`config.mk`:
```
export PLATFORM = sky130hd
export DESIGN_NAME = slot_hotplug_ctrl
export DESIGN_NICKNAME = d
export VERILOG_FILES = /design/src/rtl/hp_pkg.sv /design/src/rtl/hp_gpe_regs.sv /design/src/rtl/hp_slot_track.sv /design/src/rtl/hp_eject_dec.sv /design/src/rtl/slot_hotplug_ctrl.sv
export SDC_FILE = /design/constraint.sdc
export NUM_CORES = 1
export LEC_CHECK = 0
export BUFFER_PORTS_ARGS = -buffer_cell sky130_fd_sc_hd__buf_2
export CORE_MARGIN = 4
export CORE_UTILIZATION = 50
export CTS_CLUSTER_DIAMETER = 80
export DETAILED_ROUTE_END_ITERATION = 7
export PLACE_DENSITY = 0.83
export SLEW_MARGIN = 30
export SYNTH_ARGS = -nofsm -noshare
export SYNTH_HDL_FRONTEND = slang
export SYNTH_SLANG_ARGS = --single-unit
export TNS_END_PERCENT = 50
```
`constraint.sdc`:
```
create_clock -name clk_i -period 3.3 [get_ports clk_i]
set_clock_uncertainty 0.15 [all_clocks]
set_input_delay 0.495 -clock clk_i [delete_from_list [all_inputs] [get_ports clk_i]]
set_output_delay 0.495 -clock clk_i [all_outputs]
set_load 0.01 [all_outputs]
```
`src/rtl/hp_pkg.sv`:
```
package hp_pkg;
  localparam int unsigned ADDR_W = 16;
  localparam int unsigned DATA_W = 32;
  localparam int unsigned HP_BIT = 1;  // hotplug bit in status byte 0

  typedef struct packed {
    logic valid;
    logic insert;
    logic cold;
  } hp_ev_t;
endpackage

```
`src/rtl/hp_gpe_regs.sv`:
```
module hp_gpe_regs #(
  parameter int unsigned NBYTES = 2,
  localparam int unsigned OFF_W = $clog2(2 * NBYTES)
) (
  input  logic                   clk_i,
  input  logic                   rst_ni,
  input  logic                   wr_i,
  input  logic [OFF_W-1:0]       off_i,
  input  logic [7:0]             wdata_i,
  input  logic                   hp_set_i,
  output logic [NBYTES-1:0][7:0] sts_o,
  output logic [NBYTES-1:0][7:0] en_o,
  output logic [7:0]             rdata_o
);
  logic [NBYTES-1:0][7:0] sts_q, en_q;

  always_ff @(posedge clk_i or negedge rst_ni) begin
    if (!rst_ni) begin
      sts_q <= '0;
      en_q  <= '0;
    end else begin
      for (int k = 0; k < int'(NBYTES); k++) begin
        if (wr_i && off_i == OFF_W'(k)) sts_q[k] <= sts_q[k] & ~wdata_i;
        if (wr_i && off_i == OFF_W'(NBYTES + k)) en_q[k] <= wdata_i;
      end
      // event has priority over a same-cycle clear
      if (hp_set_i) sts_q[0][hp_pkg::HP_BIT] <= 1'b1;
    end
  end

  always_comb begin
    rdata_o = '0;
    for (int k = 0; k < int'(NBYTES); k++) begin
      if (off_i == OFF_W'(k)) rdata_o = sts_q[k];
      if (off_i == OFF_W'(NBYTES + k)) rdata_o = en_q[k];
    end
  end

  assign sts_o = sts_q;
  assign en_o  = en_q;
endmodule

```
`src/rtl/hp_slot_track.sv`:
```
module hp_slot_track #(
  parameter int unsigned NSLOTS = 32,
  localparam int unsigned SLOT_W = $clog2(NSLOTS)
) (
  input  logic              clk_i,
  input  logic              rst_ni,
  input  hp_pkg::hp_ev_t    ev_i,
  input  logic [SLOT_W-1:0] slot_i,
  output logic [NSLOTS-1:0] up_o,
  output logic [NSLOTS-1:0] down_o,
  output logic              hp_set_o
);
  logic [NSLOTS-1:0] up_q, down_q, slot_bit;
  logic take;

  assign take     = ev_i.valid && !(ev_i.insert && ev_i.cold);
  assign slot_bit = NSLOTS'(1) << slot_i;

  always_ff @(posedge clk_i or negedge rst_ni) begin
    if (!rst_ni) begin
      up_q   <= '0;
      down_q <= '0;
    end else if (take) begin
      up_q   <= ev_i.insert ? slot_bit : '0;
      down_q <= ev_i.insert ? '0 : slot_bit;
    end
  end

  assign up_o     = up_q;
  assign down_o   = down_q;
  assign hp_set_o = take;
endmodule

```
`src/rtl/hp_eject_dec.sv`:
```
module hp_eject_dec #(
  parameter int unsigned NSLOTS = 32,
  localparam int unsigned SLOT_W = $clog2(NSLOTS)
) (
  input  logic              clk_i,
  input  logic              rst_ni,
  input  logic              wr_i,
  input  logic [NSLOTS-1:0] wdata_i,
  input  logic [NSLOTS-1:0] nohp_i,
  output logic              valid_o,
  output logic [SLOT_W-1:0] slot_o
);
  logic              found;
  logic [SLOT_W-1:0] idx;
  logic              valid_q;
  logic [SLOT_W-1:0] slot_q;

  always_comb begin
    found = 1'b0;
    idx   = '0;
    for (int i = int'(NSLOTS) - 1; i >= 0; i--) begin
      if (wdata_i[i]) begin
        found = 1'b1;
        idx   = SLOT_W'(i);
      end
    end
  end

  always_ff @(posedge clk_i or negedge rst_ni) begin
    if (!rst_ni) begin
      valid_q <= 1'b0;
      slot_q  <= '0;
    end else begin
      valid_q <= wr_i && found && !nohp_i[idx];
      if (wr_i && found) slot_q <= idx;
    end
  end

  assign valid_o = valid_q;
  assign slot_o  = slot_q;
endmodule

```
`src/rtl/slot_hotplug_ctrl.sv`:
```
module slot_hotplug_ctrl #(
  parameter int unsigned NSLOTS    = 32,
  parameter int unsigned GPE_BYTES = 2,
  parameter logic [15:0] HP_BASE   = 16'hAE00,
  parameter logic [15:0] GPE_BASE  = 16'hAFE0,
  localparam int unsigned SLOT_W   = $clog2(NSLOTS),
  localparam int unsigned GPE_AW   = $clog2(2 * GPE_BYTES)
) (
  input  logic              clk_i,
  input  logic              rst_ni,
  input  logic [15:0]       io_addr_i,
  input  logic              io_wr_i,
  input  logic              io_rd_i,
  input  logic [31:0]       io_wdata_i,
  output logic [31:0]       io_rdata_o,
  input  logic              ev_valid_i,
  input  logic [SLOT_W-1:0] ev_slot_i,
  input  logic              ev_insert_i,
  input  logic              ev_cold_i,
  input  logic              pm_evt_i,
  input  logic [NSLOTS-1:0] nohp_mask_i,
  output logic              sci_o,
  output logic              eject_valid_o,
  output logic [SLOT_W-1:0] eject_slot_o
);
  localparam logic [15:0] DOWN_ADDR = HP_BASE + 16'd4;
  localparam logic [15:0] EJ_ADDR   = HP_BASE + 16'd8;
  localparam logic [15:0] RMV_ADDR  = HP_BASE + 16'd12;

  hp_pkg::hp_ev_t ev;
  logic [NSLOTS-1:0] up_w, down_w;
  logic [GPE_BYTES-1:0][7:0] sts_w, en_w;
  logic [7:0] gpe_rdata;
  logic hp_set, gpe_hit, ej_wr;

  assign ev      = '{valid: ev_valid_i, insert: ev_insert_i, cold: ev_cold_i};
  assign gpe_hit = io_addr_i[15:GPE_AW] == GPE_BASE[15:GPE_AW];
  assign ej_wr   = io_wr_i && io_addr_i == EJ_ADDR;

  hp_slot_track #(.NSLOTS(NSLOTS)) u_track (
    .clk_i, .rst_ni, .ev_i(ev), .slot_i(ev_slot_i),
    .up_o(up_w), .down_o(down_w), .hp_set_o(hp_set)
  );

  hp_gpe_regs #(.NBYTES(GPE_BYTES)) u_gpe (
    .clk_i, .rst_ni, .wr_i(io_wr_i && gpe_hit), .off_i(io_addr_i[GPE_AW-1:0]),
    .wdata_i(io_wdata_i[7:0]), .hp_set_i(hp_set),
    .sts_o(sts_w), .en_o(en_w), .rdata_o(gpe_rdata)
  );

  hp_eject_dec #(.NSLOTS(NSLOTS)) u_eject (
    .clk_i, .rst_ni, .wr_i(ej_wr), .wdata_i(io_wdata_i[NSLOTS-1:0]),
    .nohp_i(nohp_mask_i), .valid_o(eject_valid_o), .slot_o(eject_slot_o)
  );

  assign sci_o = pm_evt_i || (sts_w[0][hp_pkg::HP_BIT] && en_w[0][hp_pkg::HP_BIT]);

  always_comb begin
    io_rdata_o = '0;
    if (io_rd_i) begin
      if (gpe_hit)                     io_rdata_o = 32'(gpe_rdata);
      else if (io_addr_i == HP_BASE)   io_rdata_o = 32'(up_w);
      else if (io_addr_i == DOWN_ADDR) io_rdata_o = 32'(down_w);
      else if (io_addr_i == RMV_ADDR)  io_rdata_o = 32'(~nohp_mask_i);
    end
  end
endmodule

```
[Word-level counts from Yosys, hierarchy flattened]
Index checks and enable logic that the tools add are counted.
Cells by class
  $lt $le $gt $ge: 1
  equal/unequal tests: 8
  shift operators: 1
  multiplexer cells: 79
  bitwise operators: 4
  reduce and logical (&&, ||, !) cells: 16
Operators by type and width (count)
  32-bit two-way mux: 7
  5-bit two-way mux: 32
  16-bit == test, second input constant: 4
  1-bit two-way mux: 34
  8-bit two-way mux: 4
  32-bit inverter: 1
  1-bit by 5-bit left shift with 32-bit output, first input constant: 1
  8-bit AND: 2
  14-bit == test, second input constant: 1
  1-bit logical AND: 11
  8-bit inverter: 1
  5-bit by 6-bit less-than comparator with 1-bit output, second input constant: 1
  1-bit binary-select mux with 5-bit select: 1
  2-bit == test, second input constant: 2
  2-bit by 1-bit == test with 1-bit output, second input constant: 1
  1-bit zero test: 2
  2-bit zero test: 1
  2-bit two-way mux: 1
  2-bit nonzero test: 1
  1-bit logical OR: 1
Storage, ports and cells
  register bits: 102
  input port bits: 93
  output and inout port bits: 39
  logic and storage cells: 118

[Logic depth before layout (Yosys ltp)]
  word-level depth: 36
  mapped depth: 11

[By module]
Synthesis repeated with hierarchy kept, for this count alone.
Unflattened totals
  cell total of the unflattened synthesis: 531
  area total of the unflattened synthesis: 5928.2 um2
Modules (own cells, without submodules)
  hp_slot_track: instances 1, cells an instance 169, area each 2544.9 um2, sequential area each 1601.5 um2
  hp_gpe_regs: instances 1, cells an instance 81, area each 1386.3 um2, sequential area each 800.8 um2
  hp_eject_dec: instances 1, cells an instance 136, area each 1012.2 um2, sequential area each 150.1 um2
  slot_hotplug_ctrl: instances 1, cells an instance 145, area each 984.7 um2, sequential area each 0.0 um2

[Worst setup path after synthesis]
OpenSTA, ideal clock, no wires.
  kind: input to output
  start: in io_addr_i[7]
  end: out io_rdata_o[0]
  data arrival time: 2102 ps
  data required time: 2655 ps
  setup slack: 553 ps
  stages: 7
  buffers on the path: 1
  path through: or4_1 nor4_2 and3b_1 clkbuf_1 a221oi_1 o21ai_0 o211a_1
Between the ends
  longest elaborated chain between the ends: 6
Ends and longest elaborated chain
  from (decl): line slot_hotplug_ctrl.sv:11  | input logic [15:0] io_addr_i,
  16-bit == test: line slot_hotplug_ctrl.sv:64  | else if (io_addr_i == RMV_ADDR) io_rdata_o = 32'(~nohp_mask_i);
  32-bit two-way mux: line slot_hotplug_ctrl.sv:64
  32-bit two-way mux: line slot_hotplug_ctrl.sv:63  | else if (io_addr_i == DOWN_ADDR) io_rdata_o = 32'(down_w);
  32-bit two-way mux: line slot_hotplug_ctrl.sv:62  | else if (io_addr_i == HP_BASE) io_rdata_o = 32'(up_w);
  32-bit two-way mux *: line slot_hotplug_ctrl.sv:61  | if (gpe_hit) io_rdata_o = 32'(gpe_rdata);
  32-bit two-way mux *: line slot_hotplug_ctrl.sv:60  | if (io_rd_i) begin
  to (decl): line slot_hotplug_ctrl.sv:15  | output logic [31:0] io_rdata_o,
Every way passes the cells marked *; elsewhere a longest branch is shown, timed or not.

[Worst setup path after layout]
  start: in io_addr_i[14]
  end: out io_rdata_o[6]
Same word-level chain as after synthesis.

==> out/results.ini <==
[synth]
yosysMostFrequentCell=dfrtp_1
synth_common_cells=dfrtp_1 (102), nand2_1 (52), nor2_1 (44)
synth_fp_nets=664
ys_async_sr_fraction_pct=100
synth_cell_types=61
synth_ff_type=dfrtp_1
yosysWarningCount=0
yosysTopAreaCellShare_pct=45.3
syn_area_mm2=0.00563
synth-simple-area-share_pct=15.2
yosys.area_share.adder_pct=0
synth.area.top_cells=dfrtp_1 (45%), a22o_1 (4.7%), mux2i_1 (4.6%)
yosys.area_share.xor_xnor_pct=0
synth_area_per_cell_um2=9.87
synth_compound_area_share_pct=22.9
synth_mux_area_share_pct=11.8
synth-seq-cells=102
yosysSeqAreaShare_pct=45.3
synth_area_leader_cell=dfrtp_1
synth_top_family_by_area=compound AO/OA/AOI/OAI gates
synth_edf_count=0
syn_inst=571

[critical_path]
cpMaxStageDelayCell=nor4_2
crit_family=simple AND/OR/NAND/NOR gates
arrival_ns=2.43
critPathLaunchType=input port
path_buf_inv=2
crit_path_end_kind=primary output
crit_top_cell=buf_2
path_cells=buf_2 -> nor4bb_1 -> nand4_1 -> nor4_2 -> and3b_1 -> a221oi_1 -> o21ai_0 -> o211a_1 -> buf_2
crit_type=in -> out
slowest_delay_ns=0.44
cp_max_fo=8
cp_data_required_time_ns=2.65

[timing]
rsz0062_at_grt=false
period_needed_ns=3.07
fin_crit_sh_pct=93.1
max_freq_ghz=0.325
holdWs_ns=-0.00788
fin_tns_setup_ns=0
maxSlewViolCount=0
worst_slew_pin_slew_ns=0.896
hold_viol_final=6
slew-limit-headroom_pct=39.7
setup_viol=0

[job]
maxCapViolCount=0

[drt]
first_pass_iters=5
wire_per_inst_um=20.4
drc=0
drtAntennaViolNets=0
wl_mm=17.0
vias=5320
drt_iter0_drc=472
vias_per_cell=6.37

[pwr]
leakagePower_uw=0.00320
power.density_mw_per_mm2=387
vdd_ir_drop_max_uv=294
total_power_uw=2590

[floorplan]
die_w_um=114
start_util_pct=51.5
rows=38
pin_count=132
die_h_um=114
dieArea_mm2=0.0130
core-area_mm2=0.0109

[clock_tree]
numCtsBuffers=9
post_cts_resized=0
cts.path.max_buffers=2
cts_sinks=102
clock_latency_ns=0.34
clkTransAtPathRegs_ns=0.07
cts_tree=done
ctsHoldBuffers=0
post_cts_buffers=0
cts_root_buf=clkbuf_16
cts_max_level=3

[global_routing]
grt_max_degree=61
grt_pass1_wl_mm=27.1
grt_usage_pct=26.4
overflow=0
grt_pass1_vias=5144
antenna_found_initial=1

[place]
dp_hpwl_mm=12.7
place_congestion=0.966
portBuffers=131

[hold_path]
hold_path.class=in -> async

[run_status]
status=finished with violations
violations=hold timing

[layout]
drive_above_1_share_pct=29.3
area_growth_pct=18.8
nets=783

[registers in the layout (all words and copies together), names as in the netlist]
register / count
u_eject.slot_o: 5
u_track.down_o: 32
u_eject.valid_o: 1
u_track.up_o: 32
u_gpe.en_o: 16
u_gpe.sts_o: 16
[final cells by class]
cell class,instances,area (um2)
fill,924,4240
timing repair buffer,142,753
sequential,102,2550
antenna,1,2.50
inverter,34,130
multi-input combinational,401,2810
clock buffer,10,239
clock inverter,5,35.0
tap,140,175
[cells by family after synthesis]
family          count (synthesis)
flops                         102
buf+inv                        68
simple gates                  166
mux                            54
compound gates                181
[metrics by stage]
step                cell area, um2  setup WS [ns]  hold WS [ns]  utilization [%]  cells
global placement              6420          0.334         0.299             58.7    819
detailed placement            6420          0.231         0.306             58.7    819
finish                        6700          0.227      -0.00788             61.2    835
CTS                           6690          0.228        0.0118             61.2    834
floorplan                     5630          0.553        0.0494                -    571
global route                  6700         0.0342        0.0267             61.2    835
[final timing paths]
check / from / to / slack [ns] / cells after the start
max: io_addr_i[14] / io_rdata_o[6] / 0.23 / 9
max reg2reg: u_gpe.en_o[4] / u_gpe.en_o[4] / 2.34 / 1
min in group clk_i: io_wdata_i[3] / u_gpe.sts_o[11] / 0.29 / 2
min: rst_ni / u_track.up_o[21] / -0.008 / 1
min reg2reg: u_eject.slot_o[2] / u_eject.slot_o[2] / 0.32 / 2
max in group asynchronous: rst_ni / u_track.down_o[7] / 2.30 / 2
[cell usage in the layout (no fill, tap or decap), types with 3 or more instances in the layout]
master / instances
mux4_2: 8
clkbuf_16: 9
o211a_1: 8
mux2_2: 20
a22o_1: 30
buf_2: 130
nand3_1: 5
or2_2: 6
nor4_1: 8
nor2b_1: 5
inv_1: 33
o22ai_1: 12
or4_1: 3
nor3_1: 11
mux2i_1: 26
nand2b_1: 6
dfrtp_1: 102
o21ai_0: 43
nor2_1: 44
and2_1: 3
a211oi_1: 3
buf_4: 11
a21boi_0: 15
o21ai_1: 5
nand2_1: 52
a221oi_1: 11
o21a_1: 3
a22oi_1: 24
a21oi_1: 11
and3_1: 3
[per-layer routing]
metal	part of all wire (%)	GRT usage [%]
met5	0	0
met1	40	36.8
met2	47	42.2
met4	2.3	6.97
met3	11	5.76
[report_power, final]
| part | switching [uW] | internal (uW) | leakage, uW |
|---|---|---|---|
| registers | 6.74 | 1260 | 0.00142 |
| logic | 210 | 122 | 0.00165 |
| clock network | 463 | 529 | 0.000135 |
Power figures use the tool's default switching activity.
